===== src/rtl/meta_pkg.sv =====
package meta_pkg;

  typedef enum logic [2:0] {
    VT_STR = 3'd0,
    VT_W32 = 3'd1,
    VT_W8  = 3'd2
  } val_type_e;

  localparam int N_STR = 3;
  localparam int N_W32 = 5;
  localparam int N_W8  = 2;
  // text records, wide integers, narrow integers, one terminator
  localparam int N_REC = N_STR + N_W32 + N_W8 + 1;
  localparam int REC_W = $clog2(N_REC);

  function automatic logic [7:0] mk_key(val_type_e t, int tok);
    return {t, 5'(tok)};
  endfunction

endpackage


===== src/rtl/meta_rec_table.sv =====
module meta_rec_table
  import meta_pkg::*;
#(
  parameter int          REC_W_P     = 4,
  parameter int          POS_W       = 4,
  parameter int          NAME_LEN    = 7,
  parameter int          FPGA_LEN    = 4,
  parameter int          AUX_LEN     = 3,
  parameter logic [8*NAME_LEN-1:0] NAME_STR = "SNIFF32",
  parameter logic [8*FPGA_LEN-1:0] FPGA_STR = "3.07",
  parameter logic [8*AUX_LEN-1:0]  AUX_STR  = "0.9",
  parameter logic [31:0] PROBES      = 32'd32,
  parameter logic [31:0] SMEM_BYTES  = 32'd24576,
  parameter logic [31:0] DMEM_BYTES  = 32'd0,
  parameter logic [31:0] MAX_RATE_HZ = 32'd200000000,
  parameter logic [31:0] PROTO_VER   = 32'd2
) (
  input  logic [REC_W_P-1:0] rec_i,
  input  logic [POS_W-1:0]   pos_i,
  output logic [7:0]         byte_o,
  output logic               last_o
);

  localparam logic [31:0] W32_V [N_W32] =
    '{PROBES, SMEM_BYTES, DMEM_BYTES, MAX_RATE_HZ, PROTO_VER};
  localparam int W32_BASE = N_STR;
  localparam int W8_BASE  = N_STR + N_W32;
  localparam int TERM_REC = N_REC - 1;

  int         r;
  int         p;
  int         rr;
  int         s_len;
  logic [7:0] s_ch;
  logic [7:0] name_ch;
  logic [7:0] fpga_ch;
  logic [7:0] aux_ch;
  logic [31:0] w32;

  // one character per text field at the current position, zero past the end
  always_comb begin
    p = int'(pos_i);
    name_ch = 8'h00;
    fpga_ch = 8'h00;
    aux_ch  = 8'h00;
    if (p >= 1 && p <= NAME_LEN) name_ch = NAME_STR[8*(NAME_LEN-p) +: 8];
    if (p >= 1 && p <= FPGA_LEN) fpga_ch = FPGA_STR[8*(FPGA_LEN-p) +: 8];
    if (p >= 1 && p <= AUX_LEN)  aux_ch  = AUX_STR[8*(AUX_LEN-p) +: 8];
  end

  always_comb begin
    r      = int'(rec_i);
    rr     = 0;
    s_len  = 0;
    s_ch   = 8'h00;
    w32    = 32'h0;
    byte_o = 8'h00;
    last_o = 1'b0;
    if (r < W32_BASE) begin
      case (r)
        0:       begin s_len = NAME_LEN; s_ch = name_ch; end
        1:       begin s_len = FPGA_LEN; s_ch = fpga_ch; end
        default: begin s_len = AUX_LEN;  s_ch = aux_ch;  end
      endcase
      byte_o = (p == 0) ? mk_key(VT_STR, r + 1) : s_ch;
      last_o = (p == s_len + 1);
    end else if (r < W8_BASE) begin
      rr  = r - W32_BASE;
      w32 = W32_V[rr];
      if (p == 0) byte_o = mk_key(VT_W32, rr);
      else if (p <= 4) byte_o = w32[8*(4-p) +: 8];
      last_o = (p == 4);
    end else if (r < TERM_REC) begin
      rr = r - W8_BASE;
      if (p == 0) byte_o = mk_key(VT_W8, rr);
      else byte_o = (rr == 0) ? PROBES[7:0] : PROTO_VER[7:0];
      last_o = (p == 1);
    end else begin
      byte_o = 8'h00;
      last_o = 1'b1;
    end
  end

endmodule


===== src/rtl/meta_seq.sv =====
module meta_seq
  import meta_pkg::*;
#(
  parameter int REC_W_P = 4,
  parameter int POS_W   = 4
) (
  input  logic               clk_i,
  input  logic               rst_i,
  input  logic               req_i,
  input  logic               tx_ready_i,
  input  logic [7:0]         tbl_byte_i,
  input  logic               tbl_last_i,
  output logic [REC_W_P-1:0] nxt_rec_o,
  output logic [POS_W-1:0]   nxt_pos_o,
  output logic [7:0]         tx_data_o,
  output logic               tx_valid_o,
  output logic               busy_o
);

  localparam logic [REC_W_P-1:0] LAST_REC = REC_W_P'(N_REC - 1);

  logic [REC_W_P-1:0] rec_q;
  logic [POS_W-1:0]   pos_q;
  logic               last_q;
  logic               busy_q;
  logic               valid_q;
  logic [7:0]         data_q;
  logic               take;
  logic               at_end;

  assign take   = valid_q && tx_ready_i;
  assign at_end = last_q && (rec_q == LAST_REC);

  // index of the byte to load after the one now on offer
  always_comb begin
    if (!busy_q) begin
      nxt_rec_o = '0;
      nxt_pos_o = '0;
    end else if (last_q) begin
      nxt_rec_o = rec_q + 1'b1;
      nxt_pos_o = '0;
    end else begin
      nxt_rec_o = rec_q;
      nxt_pos_o = pos_q + 1'b1;
    end
  end

  always_ff @(posedge clk_i) begin
    if (rst_i) begin
      rec_q   <= '0;
      pos_q   <= '0;
      last_q  <= 1'b0;
      busy_q  <= 1'b0;
      valid_q <= 1'b0;
      data_q  <= 8'h00;
    end else if (!busy_q) begin
      if (req_i) begin
        busy_q  <= 1'b1;
        valid_q <= 1'b1;
        rec_q   <= nxt_rec_o;
        pos_q   <= nxt_pos_o;
        data_q  <= tbl_byte_i;
        last_q  <= tbl_last_i;
      end
    end else if (take) begin
      if (at_end) begin
        busy_q  <= 1'b0;
        valid_q <= 1'b0;
      end else begin
        rec_q  <= nxt_rec_o;
        pos_q  <= nxt_pos_o;
        data_q <= tbl_byte_i;
        last_q <= tbl_last_i;
      end
    end
  end

  assign tx_data_o  = data_q;
  assign tx_valid_o = valid_q;
  assign busy_o     = busy_q;

endmodule


===== src/rtl/meta_resp_gen.sv =====
module meta_resp_gen
  import meta_pkg::*;
#(
  parameter int          NAME_LEN    = 7,
  parameter int          FPGA_LEN    = 4,
  parameter int          AUX_LEN     = 3,
  parameter logic [8*NAME_LEN-1:0] NAME_STR = "SNIFF32",
  parameter logic [8*FPGA_LEN-1:0] FPGA_STR = "3.07",
  parameter logic [8*AUX_LEN-1:0]  AUX_STR  = "0.9",
  parameter logic [31:0] PROBES      = 32'd32,
  parameter logic [31:0] SMEM_BYTES  = 32'd24576,
  parameter logic [31:0] DMEM_BYTES  = 32'd0,
  parameter logic [31:0] MAX_RATE_HZ = 32'd200000000,
  parameter logic [31:0] PROTO_VER   = 32'd2
) (
  input  logic       clk_i,
  input  logic       rst_i,
  input  logic       req_i,
  input  logic       tx_ready_i,
  output logic [7:0] tx_data_o,
  output logic       tx_valid_o,
  output logic       busy_o
);

  localparam int MAX_A   = (NAME_LEN > FPGA_LEN) ? NAME_LEN : FPGA_LEN;
  localparam int MAX_B   = (MAX_A > AUX_LEN) ? MAX_A : AUX_LEN;
  localparam int MAX_LEN = (MAX_B > 4) ? MAX_B : 4;
  localparam int POS_W   = $clog2(MAX_LEN + 2);

  logic [REC_W-1:0] nxt_rec;
  logic [POS_W-1:0] nxt_pos;
  logic [7:0]       tbl_byte;
  logic             tbl_last;

  meta_seq #(
    .REC_W_P (REC_W),
    .POS_W   (POS_W)
  ) u_seq (
    .clk_i      (clk_i),
    .rst_i      (rst_i),
    .req_i      (req_i),
    .tx_ready_i (tx_ready_i),
    .tbl_byte_i (tbl_byte),
    .tbl_last_i (tbl_last),
    .nxt_rec_o  (nxt_rec),
    .nxt_pos_o  (nxt_pos),
    .tx_data_o  (tx_data_o),
    .tx_valid_o (tx_valid_o),
    .busy_o     (busy_o)
  );

  meta_rec_table #(
    .REC_W_P     (REC_W),
    .POS_W       (POS_W),
    .NAME_LEN    (NAME_LEN),
    .FPGA_LEN    (FPGA_LEN),
    .AUX_LEN     (AUX_LEN),
    .NAME_STR    (NAME_STR),
    .FPGA_STR    (FPGA_STR),
    .AUX_STR     (AUX_STR),
    .PROBES      (PROBES),
    .SMEM_BYTES  (SMEM_BYTES),
    .DMEM_BYTES  (DMEM_BYTES),
    .MAX_RATE_HZ (MAX_RATE_HZ),
    .PROTO_VER   (PROTO_VER)
  ) u_tbl (
    .rec_i  (nxt_rec),
    .pos_i  (nxt_pos),
    .byte_o (tbl_byte),
    .last_o (tbl_last)
  );

endmodule


===== config.mk =====
export PLATFORM = sky130hd
export DESIGN_NAME = meta_resp_gen
export DESIGN_NICKNAME = d
export VERILOG_FILES = /design/src/rtl/meta_pkg.sv /design/src/rtl/meta_rec_table.sv /design/src/rtl/meta_seq.sv /design/src/rtl/meta_resp_gen.sv
export SDC_FILE = /design/constraint.sdc
export NUM_CORES = 1
export LEC_CHECK = 0
export CORE_MARGIN = 2
export CORE_UTILIZATION = 30
export CTS_BUF_LIST = sky130_fd_sc_hd__clkbuf_16
export DETAILED_ROUTE_END_ITERATION = 10
export SETUP_SLACK_MARGIN = 0.4
export SLEW_MARGIN = 20
export SYNTH_ARGS = -nofsm -noshare
export SYNTH_HDL_FRONTEND = slang
export SYNTH_SLANG_ARGS = --single-unit

===== constraint.sdc =====
create_clock -name clk_i -period 2.6 [get_ports clk_i]
set_input_delay 0.52 -clock clk_i [delete_from_list [all_inputs] [get_ports clk_i]]
set_output_delay 0.52 -clock clk_i [all_outputs]
set_load 0.01 [all_outputs]

==> reports/summary.txt <==
initial drt markers: 151
root buffer cell: clkbuf_16
mapped cell area: 0.00205 mm²
fraction of the cycle the final worst path needs: 0.994
Yosys top cell by area: dfxtp_1
# diodes: 0
HPWL Detailed: 5070 µm
Routed WL per cell: 17.1 µm
VDD IR max: 0.000289 V
CTS tree: done
Hold Startpoint: u_seq.tx_data_o[7]
Max H-tree Level: 1
RSZ-0062 raised after global routing: yes
Leak: 0.00134 µW
Synth Register Bits: 19
clk_lat worst skew: 0.26 ns
gr ovfl total: 0
Final min period: 2.59 ns
worst slew pin tran: 0.637 ns
cells on worst reg2reg path: 14
register area share after synthesis: 0.185
pin count of the biggest net entering global routing: 17
cts hold-fix bufs: 0
setup slack, reg-to-reg: 0.01 ns
f_max: 0.387 GHz
Rel. slew slack: 0.574
synth unique cells: 71
Die X: 86.8 µm
# DRC: 0
critical setup path kind: reg -> reg
CP Launch Type: flip-flop
IO Pins: 14
Synth Warn #: 0
WL final: 7290 µm
vias: 2,438
Worst Setup End Kind: flip-flop
max-cap viol count: 0
Filler cells: 587
Placer Congestion: 0.935
CP Max Fanout: 5
Hold Path End: u_seq.tx_data_o[7]
layout cells sized above 1: 0.447
Antenna Nets Post-Route: 0
Data arrival, critical path: 2.70 ns
initial core utilization: 0.306
Total Power: 943 µW
reg2reg start: u_seq.pos_q[1]
Port Buf Inserts: 13
post-synth net total: 292
status: complete, no violations
Critical path origin: u_seq.pos_q[1]
Mapped Cells: 274
Post-layout nets: 366
Sequential Area: 402 µm²
main area contributors after synthesis: dfxtp_1, ha_1, nor2_1
initial antenna violation count: 0
core area: 0.00672 mm²
top-area cell type share of the netlist area: 0.185
Commonest cells post-synth: nor2_1, nand2_1, dfxtp_1, ha_1, a21oi_1
Hold Path Depth: 2
Worst-path clk slew: 0.06 ns
number of synthesized flops with an enable pin: 0
die height: 86.8 µm
Vias/cell: 5.71
first-pass GRT wire length: 11,500 µm
area delta synth->final: 61.1%
Worst Skew: 0.00308 ns
All-Layer GR Usage: 0.192
Worst EP required: 2.72 ns
vias in the first global route: 2,382
Final WS setup: 0.0145 ns
Async S/R FF share, synth: 0
Critical R2R Capture: u_seq.tx_data_o[5]
TritonCTS Buffers: 3
DR pass1 iterations: 4
Post-Syn Area per Cell: 7.50 µm²
Setup violations, final: 0
Slew Viols, Final: 0
type of the worst min-delay path: reg -> reg
PwrDens: 285 mW/mm²
Hold Vio Cnt, Final: 0
prevailing post-synth register cell: dfxtp_1
area of the multi-input gates: 0.00191 mm²
CTS Buffer Depth: 2
clk sinks: 19
Die Area: 0.00753 mm²
cell with the most instances after synthesis: nor2_1
Place WS: -0.0284 ns
FP Rows: 30
[per-layer routing]
metal | wire length [µm] | GRT usage | vias up
li1 | - | - | 1157
met1 | 3150 | 0.245 | 1184
met2 | 3610 | 0.341 | 83
met3 | 381 | 0.0200 | 14
met4 | 140 | 0.0526 | 0
met5 | 0 | 0 | -
[cell families after synthesis]
group / Yosys count / synth area share
AOI/OAI and AO/OA: 78 / 0.289
adders and majority gates: 14 / 0.0853
xor gates and xnor gates: 10 / 0.0463
DFF: 19 / 0.185
muxes: 6 / 0.0359
and+or+nand+nor: 117 / 0.290
buffers and inverters: 30 / 0.0688
[power by group]
| group | switching [µW] | leakage [µW] | internal (µW) |
|---|---|---|---|
| logic | 157 | 0.00114 | 140 |
| registers | 8.31 | 0.000160 | 299 |
| clock network | 130 | 0.0000371 | 208 |
| total | 295 | 0.00134 | 648 |
[worst max-delay path, stage by stage (launching register included)]
cell      delay [ns]
dfxtp_4         0.36
ha_4            0.18
xor2_4          0.16
nand2_4         0.08
inv_4           0.04
ha_4            0.14
and3b_1         0.16
o311ai_2        0.26
o211ai_2        0.15
a32oi_4         0.35
buf_4           0.17
buf_6           0.09
nor3_4          0.04
a221oi_2        0.16
o31ai_1         0.09
[stage by stage]
step                cell area (µm²)   util  std cells   TNS (ns)  hold slack, ns
detailed placement             2770  0.412        401    -0.0318           0.449
global placement               2770  0.412        401          0           0.452
finish                         3310  0.493        427          0           0.459
global route                   3310  0.493        427     -0.305           0.503
CTS                            3060  0.456        416  -0.000570           0.458
floorplan                      2260      -        274          0           0.481
[layout make-up]
| type | instances | share of cell area |
|---|---|---|
| clock buffer | 3 | 0.0227 |
| timing repair buffer | 89 | 0.229 |
| sequential | 19 | 0.121 |
| clock inverter | 1 | 0.00227 |
| inverter | 10 | 0.0159 |
| tap | 80 | 0.0302 |
| multi-input combinational | 225 | 0.578 |
[repair_timing]
| item | 4_1_cts | 5_1_grt |
|---|---|---|
| hold endpoints to repair | 0 | 0 |
| pin swaps | 20 | 24 |
| endpoints found under the setup margin | 9 | 9 |
| buffers inserted | 11 | 11 |
| gates resized for setup | 31 | 32 |
[placed cells by master (no fill, tap or decap), types with 6 or more instances in the layout]
master,Yosys,final
nand2_1,25,18
buf_4,2,66
clkdlybuf4s50_1,0,13
a31oi_1,7,7
nor2_1,41,37
ha_4,0,8
nand4_1,6,6
buf_6,2,7
dfxtp_1,19,12
a21oi_1,13,11
o21ai_0,9,6
[sequential cells by signal, indices dropped and copies added (netlist names)]
signal	count
u_seq.rec_q	4
u_seq.last_q	1
u_seq.tx_data_o	8
u_seq.busy_o	1
u_seq.pos_q	4
u_seq.tx_valid_o	1
[how the worst max path moves through the flow]
stage,endpoint,slack (ns),depth (start not counted)
global route,u_seq.tx_data_o[1],-0.13,12
finish,u_seq.tx_data_o[5],0.01,14
floorplan,u_seq.tx_data_o[1],0.09,12
global placement,u_seq.tx_data_o[0],0.03,11
CTS,u_seq.tx_data_o[1],-0.0006,12
detailed placement,u_seq.tx_data_o[1],-0.03,12
Note: power is estimated with default switching activity, not from simulation.
